### config.mk
export PLATFORM = sky130hd
export DESIGN_NAME = sciFrameParser
export DESIGN_NICKNAME = d
export VERILOG_FILES = /design/src/rtl/sfp_pkg.sv /design/src/rtl/sfpCtrl.sv /design/src/rtl/sfpDatapath.sv /design/src/rtl/sciFrameParser.sv
export SDC_FILE = /design/constraint.sdc
export NUM_CORES = 1
export LEC_CHECK = 0
export CORE_MARGIN = 3
export CORE_UTILIZATION = 50
export CTS_CLUSTER_DIAMETER = 150
export DETAILED_ROUTE_END_ITERATION = 7
export GPL_ROUTABILITY_DRIVEN = 1
export GPL_TIMING_DRIVEN = 0
export PLACE_DENSITY = 0.8
export SETUP_SLACK_MARGIN = 0.3
export SYNTH_ARGS = -nofsm -noshare
export SYNTH_HDL_FRONTEND = slang
export SYNTH_HIERARCHICAL = 1
export SYNTH_SLANG_ARGS = --single-unit
### constraint.sdc
create_clock -name clk -period 2.52 [get_ports clk]
set_input_delay 0.504 -clock clk [delete_from_list [all_inputs] [get_ports clk]]
set_output_delay 0.504 -clock clk [all_outputs]
set_load 0.05 [all_outputs]
### src/rtl/sfp_pkg.sv
package sfp_pkg;
  parameter int BYTE_W    = 8;
  parameter int NUM_CNT   = 60;
  parameter int CNT_W     = 2 * BYTE_W;
  parameter int HKA_W     = 3;
  parameter int PHA_LSB   = 4;
  parameter int PHA_W     = 2;
  parameter int OK_BIT    = 3;
  parameter int SAMPLE_W  = 7;
  parameter int THR_W     = 4;
  localparam int FRAME_BYTES = 2 * NUM_CNT + 4;
  localparam int IDX_W    = $clog2(FRAME_BYTES);
  localparam int CIDX_W   = $clog2(NUM_CNT);
  localparam int LAST_CNT = 2 * NUM_CNT;
  localparam int OVF_POS  = LAST_CNT + 1;
  localparam int HK_POS   = LAST_CNT + 2;
  localparam int THR_POS  = LAST_CNT + 3;

  typedef enum logic [1:0] {ST_WAIT, ST_FRAME, ST_EVENT} sfpState_t;

  typedef struct packed {
    logic              stStatus;
    logic              stCntHi;
    logic              stCntLo;
    logic              stOvf;
    logic              stHk;
    logic              stThr;
    logic              stEvt;
    logic [CIDX_W-1:0] cntIdx;
  } sfpStrobe_t;
endpackage

### src/rtl/sfpCtrl.sv
module sfpCtrl
  import sfp_pkg::*;
(
  input  logic       clk,
  input  logic       rstN,
  input  logic       rxValid,
  input  logic       rxErr,
  input  logic       cmdIssued,
  output sfpStrobe_t strobe,
  output logic       errFlag
);
  sfpState_t         state;
  logic [IDX_W-1:0]  byteIdx;
  logic              abortByte;
  logic              frameByte;
  logic              inCnt;

  // A receiver error only matters while a frame or event stream is open.
  assign abortByte = rxErr && (state != ST_WAIT);
  assign frameByte = (state == ST_FRAME) && rxValid && !abortByte;
  assign inCnt     = (byteIdx >= IDX_W'(1)) && (byteIdx <= IDX_W'(LAST_CNT));

  always_comb begin
    strobe          = '0;
    strobe.stStatus = frameByte && (byteIdx == '0);
    strobe.stCntHi  = frameByte && inCnt && byteIdx[0];
    strobe.stCntLo  = frameByte && inCnt && !byteIdx[0];
    strobe.stOvf    = frameByte && (byteIdx == IDX_W'(OVF_POS));
    strobe.stHk     = frameByte && (byteIdx == IDX_W'(HK_POS));
    strobe.stThr    = frameByte && (byteIdx == IDX_W'(THR_POS));
    strobe.stEvt    = (state == ST_EVENT) && rxValid && !abortByte;
    strobe.cntIdx   = CIDX_W'((byteIdx - IDX_W'(2)) >> 1);
  end

  always_ff @(posedge clk or negedge rstN) begin
    if (!rstN) begin
      state   <= ST_WAIT;
      byteIdx <= '0;
      errFlag <= 1'b0;
    end else if (cmdIssued) begin
      state   <= ST_FRAME;
      byteIdx <= '0;
      errFlag <= 1'b0;
    end else if (abortByte) begin
      state   <= ST_WAIT;
      byteIdx <= '0;
      errFlag <= 1'b1;
    end else if (frameByte) begin
      byteIdx <= byteIdx + IDX_W'(1);
      if (byteIdx == IDX_W'(THR_POS)) state <= ST_EVENT;
    end
  end

  // an aborted stream leaves the parser waiting for a command
  assert_err_parks_R10: assert property (@(posedge clk) disable iff (!rstN)
    errFlag |-> (state == ST_WAIT));
  // the error flag rises only after a receiver error
  assert_err_cause_R10: assert property (@(posedge clk) disable iff (!rstN)
    $rose(errFlag) |-> $past(rxErr));
  // at most one field is written per accepted byte
  assert_one_field_R3: assert property (@(posedge clk) disable iff (!rstN)
    $onehot0({strobe.stStatus, strobe.stCntHi, strobe.stCntLo, strobe.stOvf,
              strobe.stHk, strobe.stThr, strobe.stEvt}));
endmodule

### src/rtl/sfpDatapath.sv
module sfpDatapath
  import sfp_pkg::*;
(
  input  logic                clk,
  input  logic                rstN,
  input  sfpStrobe_t          strobe,
  input  logic [BYTE_W-1:0]   rxByte,
  output logic                statusValid,
  output logic [HKA_W-1:0]    hkAddr,
  output logic [PHA_W-1:0]    phaAddr,
  output logic                cmdOk,
  output logic                cntValid,
  output logic [CIDX_W-1:0]   cntIndex,
  output logic [CNT_W-1:0]    cntValue,
  output logic [BYTE_W-1:0]   ovfFlags,
  output logic [SAMPLE_W-1:0] hkValue,
  output logic                hkCoarse,
  output logic [THR_W-1:0]    threshold,
  output logic                frameDone,
  output logic                evtValid,
  output logic [SAMPLE_W-1:0] evtValue,
  output logic                evtCoarse
);
  logic [BYTE_W-1:0] msbHold;
  logic              thrSeen;

  always_ff @(posedge clk or negedge rstN) begin
    if (!rstN) begin
      statusValid <= 1'b0;
      hkAddr      <= '0;
      phaAddr     <= '0;
      cmdOk       <= 1'b0;
      cntValid    <= 1'b0;
      cntIndex    <= '0;
      cntValue    <= '0;
      msbHold     <= '0;
      ovfFlags    <= '0;
      hkValue     <= '0;
      hkCoarse    <= 1'b0;
      threshold   <= '0;
      thrSeen     <= 1'b0;
      frameDone   <= 1'b0;
      evtValid    <= 1'b0;
      evtValue    <= '0;
      evtCoarse   <= 1'b0;
    end else begin
      statusValid <= strobe.stStatus;
      cntValid    <= strobe.stCntLo;
      evtValid    <= strobe.stEvt;
      thrSeen     <= strobe.stThr;
      frameDone   <= thrSeen;
      if (strobe.stStatus) begin
        hkAddr  <= rxByte[HKA_W-1:0];
        phaAddr <= rxByte[PHA_LSB +: PHA_W];
        cmdOk   <= rxByte[OK_BIT];
      end
      if (strobe.stCntHi) msbHold <= rxByte;
      if (strobe.stCntLo) begin
        cntIndex <= strobe.cntIdx;
        cntValue <= {msbHold, rxByte};
      end
      if (strobe.stOvf) ovfFlags <= rxByte;
      if (strobe.stHk) begin
        hkValue  <= rxByte[SAMPLE_W-1:0];
        hkCoarse <= rxByte[BYTE_W-1];
      end
      if (strobe.stThr) threshold <= rxByte[THR_W-1:0];
      if (strobe.stEvt) begin
        evtValue  <= rxByte[SAMPLE_W-1:0];
        evtCoarse <= rxByte[BYTE_W-1];
      end
    end
  end

  // counter index stays inside the counter bank
  assert_idx_range_R3: assert property (@(posedge clk) disable iff (!rstN)
    cntValid |-> (cntIndex < CIDX_W'(NUM_CNT)));
  // frame completion is a single-cycle pulse
  assert_done_pulse_R7: assert property (@(posedge clk) disable iff (!rstN)
    frameDone |=> !frameDone);
  // event reports and counter reports never share a cycle
  assert_evt_excl_R8: assert property (@(posedge clk) disable iff (!rstN)
    evtValid |-> !(cntValid || statusValid));
endmodule

### src/rtl/sciFrameParser.sv
module sciFrameParser
  import sfp_pkg::*;
(
  input  logic                clk,
  input  logic                rstN,
  input  logic                rxValid,
  input  logic [BYTE_W-1:0]   rxByte,
  input  logic                rxErr,
  input  logic                cmdIssued,
  output logic                statusValid,
  output logic [HKA_W-1:0]    hkAddr,
  output logic [PHA_W-1:0]    phaAddr,
  output logic                cmdOk,
  output logic                cntValid,
  output logic [CIDX_W-1:0]   cntIndex,
  output logic [CNT_W-1:0]    cntValue,
  output logic [BYTE_W-1:0]   ovfFlags,
  output logic [SAMPLE_W-1:0] hkValue,
  output logic                hkCoarse,
  output logic [THR_W-1:0]    threshold,
  output logic                frameDone,
  output logic                evtValid,
  output logic [SAMPLE_W-1:0] evtValue,
  output logic                evtCoarse,
  output logic                errFlag
);
  sfpStrobe_t strobe;

  sfpCtrl uCtrl (
    .clk(clk), .rstN(rstN), .rxValid(rxValid), .rxErr(rxErr),
    .cmdIssued(cmdIssued), .strobe(strobe), .errFlag(errFlag)
  );

  sfpDatapath uDp (
    .clk(clk), .rstN(rstN), .strobe(strobe), .rxByte(rxByte),
    .statusValid(statusValid), .hkAddr(hkAddr), .phaAddr(phaAddr),
    .cmdOk(cmdOk), .cntValid(cntValid), .cntIndex(cntIndex),
    .cntValue(cntValue), .ovfFlags(ovfFlags), .hkValue(hkValue),
    .hkCoarse(hkCoarse), .threshold(threshold), .frameDone(frameDone),
    .evtValid(evtValid), .evtValue(evtValue), .evtCoarse(evtCoarse)
  );
endmodule

Yosys cells after proc, flatten, opt, wreduce, memory -nomap -nowiden
Index checks and enable logic that the tools add are counted.
- word-level logic and storage cells: 59
- bits in registers: 79
- input port bits: 13
- order comparisons: 2
- muxes and demuxes: 9
- add/subtract/negate cells: 2
- reductions and logical operators: 21
- equal/unequal tests: 5
- operators by type and width (operator ; count):
    7-bit == test, second input constant ; 3
    7-bit 2-to-1 mux ; 3
    1-bit logical AND ; 13
    2-bit 2-to-1 mux ; 4
    7-bit by 1-bit adder with 7-bit output, second input constant ; 1
    7-bit by 1-bit >= comparator with 1-bit output, second input constant ; 1
    7-bit <= comparator, second input constant ; 1
    7-bit logical NOT ; 1
    7-bit by 2-bit subtractor with 7-bit output, second input constant ; 1
    3-bit nonzero test ; 2
    2-bit nonzero test ; 2
    2-bit by 1-bit == test with 1-bit output, second input constant ; 1
    2-bit == test, second input constant ; 1
    1-bit logical NOT ; 2
    1-bit 2-to-1 mux ; 2
    2-bit AND reduction ; 1

Logic depth before layout (Yosys ltp)
- word-level depth: 7
- gate-level depth with buffers: 7

By module
The synthesis kept the hierarchy.
- modules (own cells, without submodules) (module ; times used ; area an instance (um^2) ; cells each):
    sfpDatapath ; 1 ; 2494.9 ; 140
    sfpCtrl ; 1 ; 738.2 ; 81

Worst setup path after synthesis
Ideal clock, no wire load.
- path kind: input-to-reg
- from: in rxErr
- to: reg uDp.threshold[0]
- required time: 2395 ps
- arrival time: 1857 ps
- setup slack: 538 ps
- buffers on the path: 0
- stages on the path: 3
- setup time: 125 ps
- cells stage by stage: nand4bb_4 > nor4_1 > mux2_2
- RTL lines (what ; line ; source):
    start: declaration ; sciFrameParser.sv:8 ; input logic rxErr,
    end signal: assignment ; sfpDatapath.sv:67 ; if (strobe.stThr) threshold <= rxByte[THR_W-1:0];
    end: declaration ; sfpDatapath.sv:18 ; output logic [THR_W-1:0] threshold,

==> flow_summary.toml <==
[status]
status = "finished, final reports clean"

[clock_tree]
htreeDepth = 3
cts_tree = "yes"
path_clk_slew_ps = 80
cts_buffers = 9
postCtsHoldBufs = 0
clock_latency_ps = 350
cts_sinks = 79
ctsLongestPathBuffers = 2
cts_root_buf = "clkbuf_8"
cts_setup_buffers = 0

[global_route]
grt_max_degree = 62
grt_pass1_vias = 2089
antenna_found_initial = 0
grt_pass1_wl_um = 10610
track_usage_pct = 19.06
grt_overflow = 0

[critical_path]
endpoint_kind = "register"
crit_path_start_kind = "primary input"
cp_slowest_stage_delay_ps = 450
crit_path_start = "rxErr"
critical_path.cell_chain = "clkdlybuf4s50_1 > nand4bb_4 > buf_2 > nor4_1 > buf_2 > mux2_2"
worstPathRequired_ps = 2750
rr_startpoint = "uCtrl/byteIdx[1]"
arrival_ps = 2400
cpMostUsedCell = "buf_2"
crit_fanout = 10
path_class = "primary input to register"
cp_slowest_cell = "clkdlybuf4s50_1"

[power_and_ir_drop]
vdd_drop_max_mv = 0.5378
p_per_area_nw_per_um2 = 765.0
p_leak_nw = 1.968

[place]
gp_congestion = 0.8044
dpl.cell_count = 370
port_buffers = 73
dp_hpwl_um = 4391

[floorplan]
dieArea_um2 = 7467
row_count = 28
fp.dieH_um = 86.41
start_util_pct = 53.04
ioPinCount = 74
coreArea_um2 = 6096
die_x_um = 86.41

[drt]
routed_wl_um = 6380
drt_iter0_drc = 53
dr.pass1.iters = 4
drt-vias-per-instance = 5.275
avgRoutedWirePerCell_um = 16.57
drc = 0
drt.antenna.violating_nets = 0
vias = 2031

[final_layout]
final_util_pct = 70.75
num_antenna_cells = 0
final_nets = 326
n_fill_cell = 451
syn_to_final_growth_pct = 33.40
drive_gt1_share_pct = 31.94
final_cells = 385

[timing]
rsz0062_at_grt = "yes"
fmax_ghz = 0.4615
worstMarginPinSlew_ps = 536.3
setup_tns_ps = 0
finalCritPeriodShare_pct = 85.99
finClkSkew_ps = 10.62
hold_viol = 0
fin_crit_ps = 2167
setup_viol = 0
drv_slew = 0
max_slew_margin_pct = 64.13

[synthesis]
synth_nets = 241
syn_inst = 221
syn_area_um2 = 3233
ys_seq_area_share_pct = 61.15
synth_edf_count = 0
synth_cell_types = 30
async_flop_share_pct = 100.0
ys_warn_count = 6
synth_seq_cells = 79
avgSynthCellArea_um2 = 14.63
synth_ff_type = "dfrtp_1"

[hold_path]
hold_class = "primary input to async pin"

[run]
cap_violations = 0
## final cells by class
type                    count  area [µm²]  area share [%]
plain buffers              12       73.82           1.712
clock buffers              10       137.6           3.191
clock inverters             5       58.81           1.364
inverters                   7       26.28          0.6092
multi-input cells         123        1190           27.59
flip-flops and latches     79        1977           45.84
well taps                  75       93.84           2.176
repair buffers             74       755.7           17.52
## worst max-delay path: cells and delay by family
family	cells	cell delay (ps)
buffers and inverters	3	990
and+or+nand+nor	2	530
muxes	1	360
## cell families (layout without fill, tap and decap cells)
group / after synthesis / after routing / share of synthesized area (%)
flip-flops: 79 / 79 / 61.15
multiplexers: 65 / 65 / 22.60
AND/OR/NAND/NOR: 30 / 30 / 5.999
buffers and inverters: 19 / 108 / 3.018
AO/OA/AOI/OAI: 16 / 16 / 3.173
adder cells (fa/ha/maj): 7 / 7 / 2.709
XOR/XNOR: 5 / 5 / 1.355
## flip-flops by register name, summed over array words and instances (netlist names)
register         count
uDp/phaAddr          2
uDp/evtValue         7
uDp/frameDone        1
uDp/cmdOk            1
uDp/threshold        4
uDp/evtValid         1
uCtrl/state          2
uCtrl/byteIdx        7
uDp/hkAddr           3
uDp/ovfFlags         8
uDp/cntValid         1
uDp/cntValue        16
uDp/evtCoarse        1
uDp/thrSeen          1
uDp/statusValid      1
uDp/hkCoarse         1
uCtrl/errFlag        1
uDp/hkValue          7
uDp/cntIndex         6
uDp/msbHold          8
## where the power goes
part	internal, mW	leakage, nW	switching [mW]	total (mW)
sequential	1.41	1.05	0.0774	1.49
clock	0.479	0.0944	0.457	0.935
combinational	0.325	0.820	0.548	0.873
total	2.22	1.97	1.08	3.30
## routing by layer
| metal | up-vias | GRT usage, % | wire length [µm] |
|---|---|---|---|
| li1 | 952 | - | - |
| met4 | 0 | 6.799 | 78 |
| met3 | 8 | 9.316 | 502 |
| met1 | 1019 | 24.35 | 2761 |
| met2 | 52 | 28.30 | 3037 |
| met5 | - | 0 | 0 |
## repair_timing
action                     in CTS  in global routing
setup endpoints to repair      13                 30
hold endpoints to repair        0                  0
gates resized for setup         2                  5
## synth_stat cells, drive strengths merged (2+ instances only)
cell type	n	area (µm²)
dfrtp	79	1977
mux2	64	720.7
buf	11	67.56
ha	7	87.58
inv	7	26.28
a21oi	6	30.03
nand2	4	15.01
o21ai	4	20.02
or3	4	25.02
nand2b	3	18.77
nor2	3	11.26
nor3	3	15.01
nor4	3	18.77
xor2	3	26.28
nand3	2	10.01
o21ba	2	20.02
o31ai	2	15.01
or4	2	15.01
xnor2	2	17.52
## per-stage QoR
stage / setup WS, ps / hold slack [ps] / area [µm²] / total power, mW
floorplan: 538.2 / 208.4 / 3233 / 2.058
global placement: -1824 / 333.2 / 4058 / 2.376
detailed placement: -422.1 / 341.6 / 4083 / 2.395
CTS: 343.0 / 16.67 / 4292 / 3.335
global route: 273.4 / 12.11 / 4313 / 3.449
finish: 353.1 / 26.30 / 4313 / 3.300
## layout by cell type, fill, tap and decap left out, drive strengths merged, types with 3 or more instances in the layout
cell type,Yosys,routed
dfrtp,79,79
clkdlybuf4s50,0,72
mux2,64,64
clkbuf,1,12
buf,11,12
ha,7,7
inv,7,7
a21oi,6,6
or3,4,4
nand2,4,4
o21ai,4,4
nor3,3,3
xor2,3,3
nor2,3,3
nand2b,3,3
nor4,3,3
## path summary, 6_finish.rpt
kind                              endpoint  slack [ps]  depth (start not counted)
max                           uDp/hkCoarse         350                          6
min                          uCtrl/errFlag          30                          1
max reg2reg                uDp/cntValue[5]         490                          7
min reg2reg                  uDp/frameDone         370                          0
max in group asynchronous  uDp/cntIndex[0]        1920                          2
min in group clk             uDp/frameDone         370                          0
Note: power is estimated with default switching activity, not from simulation.
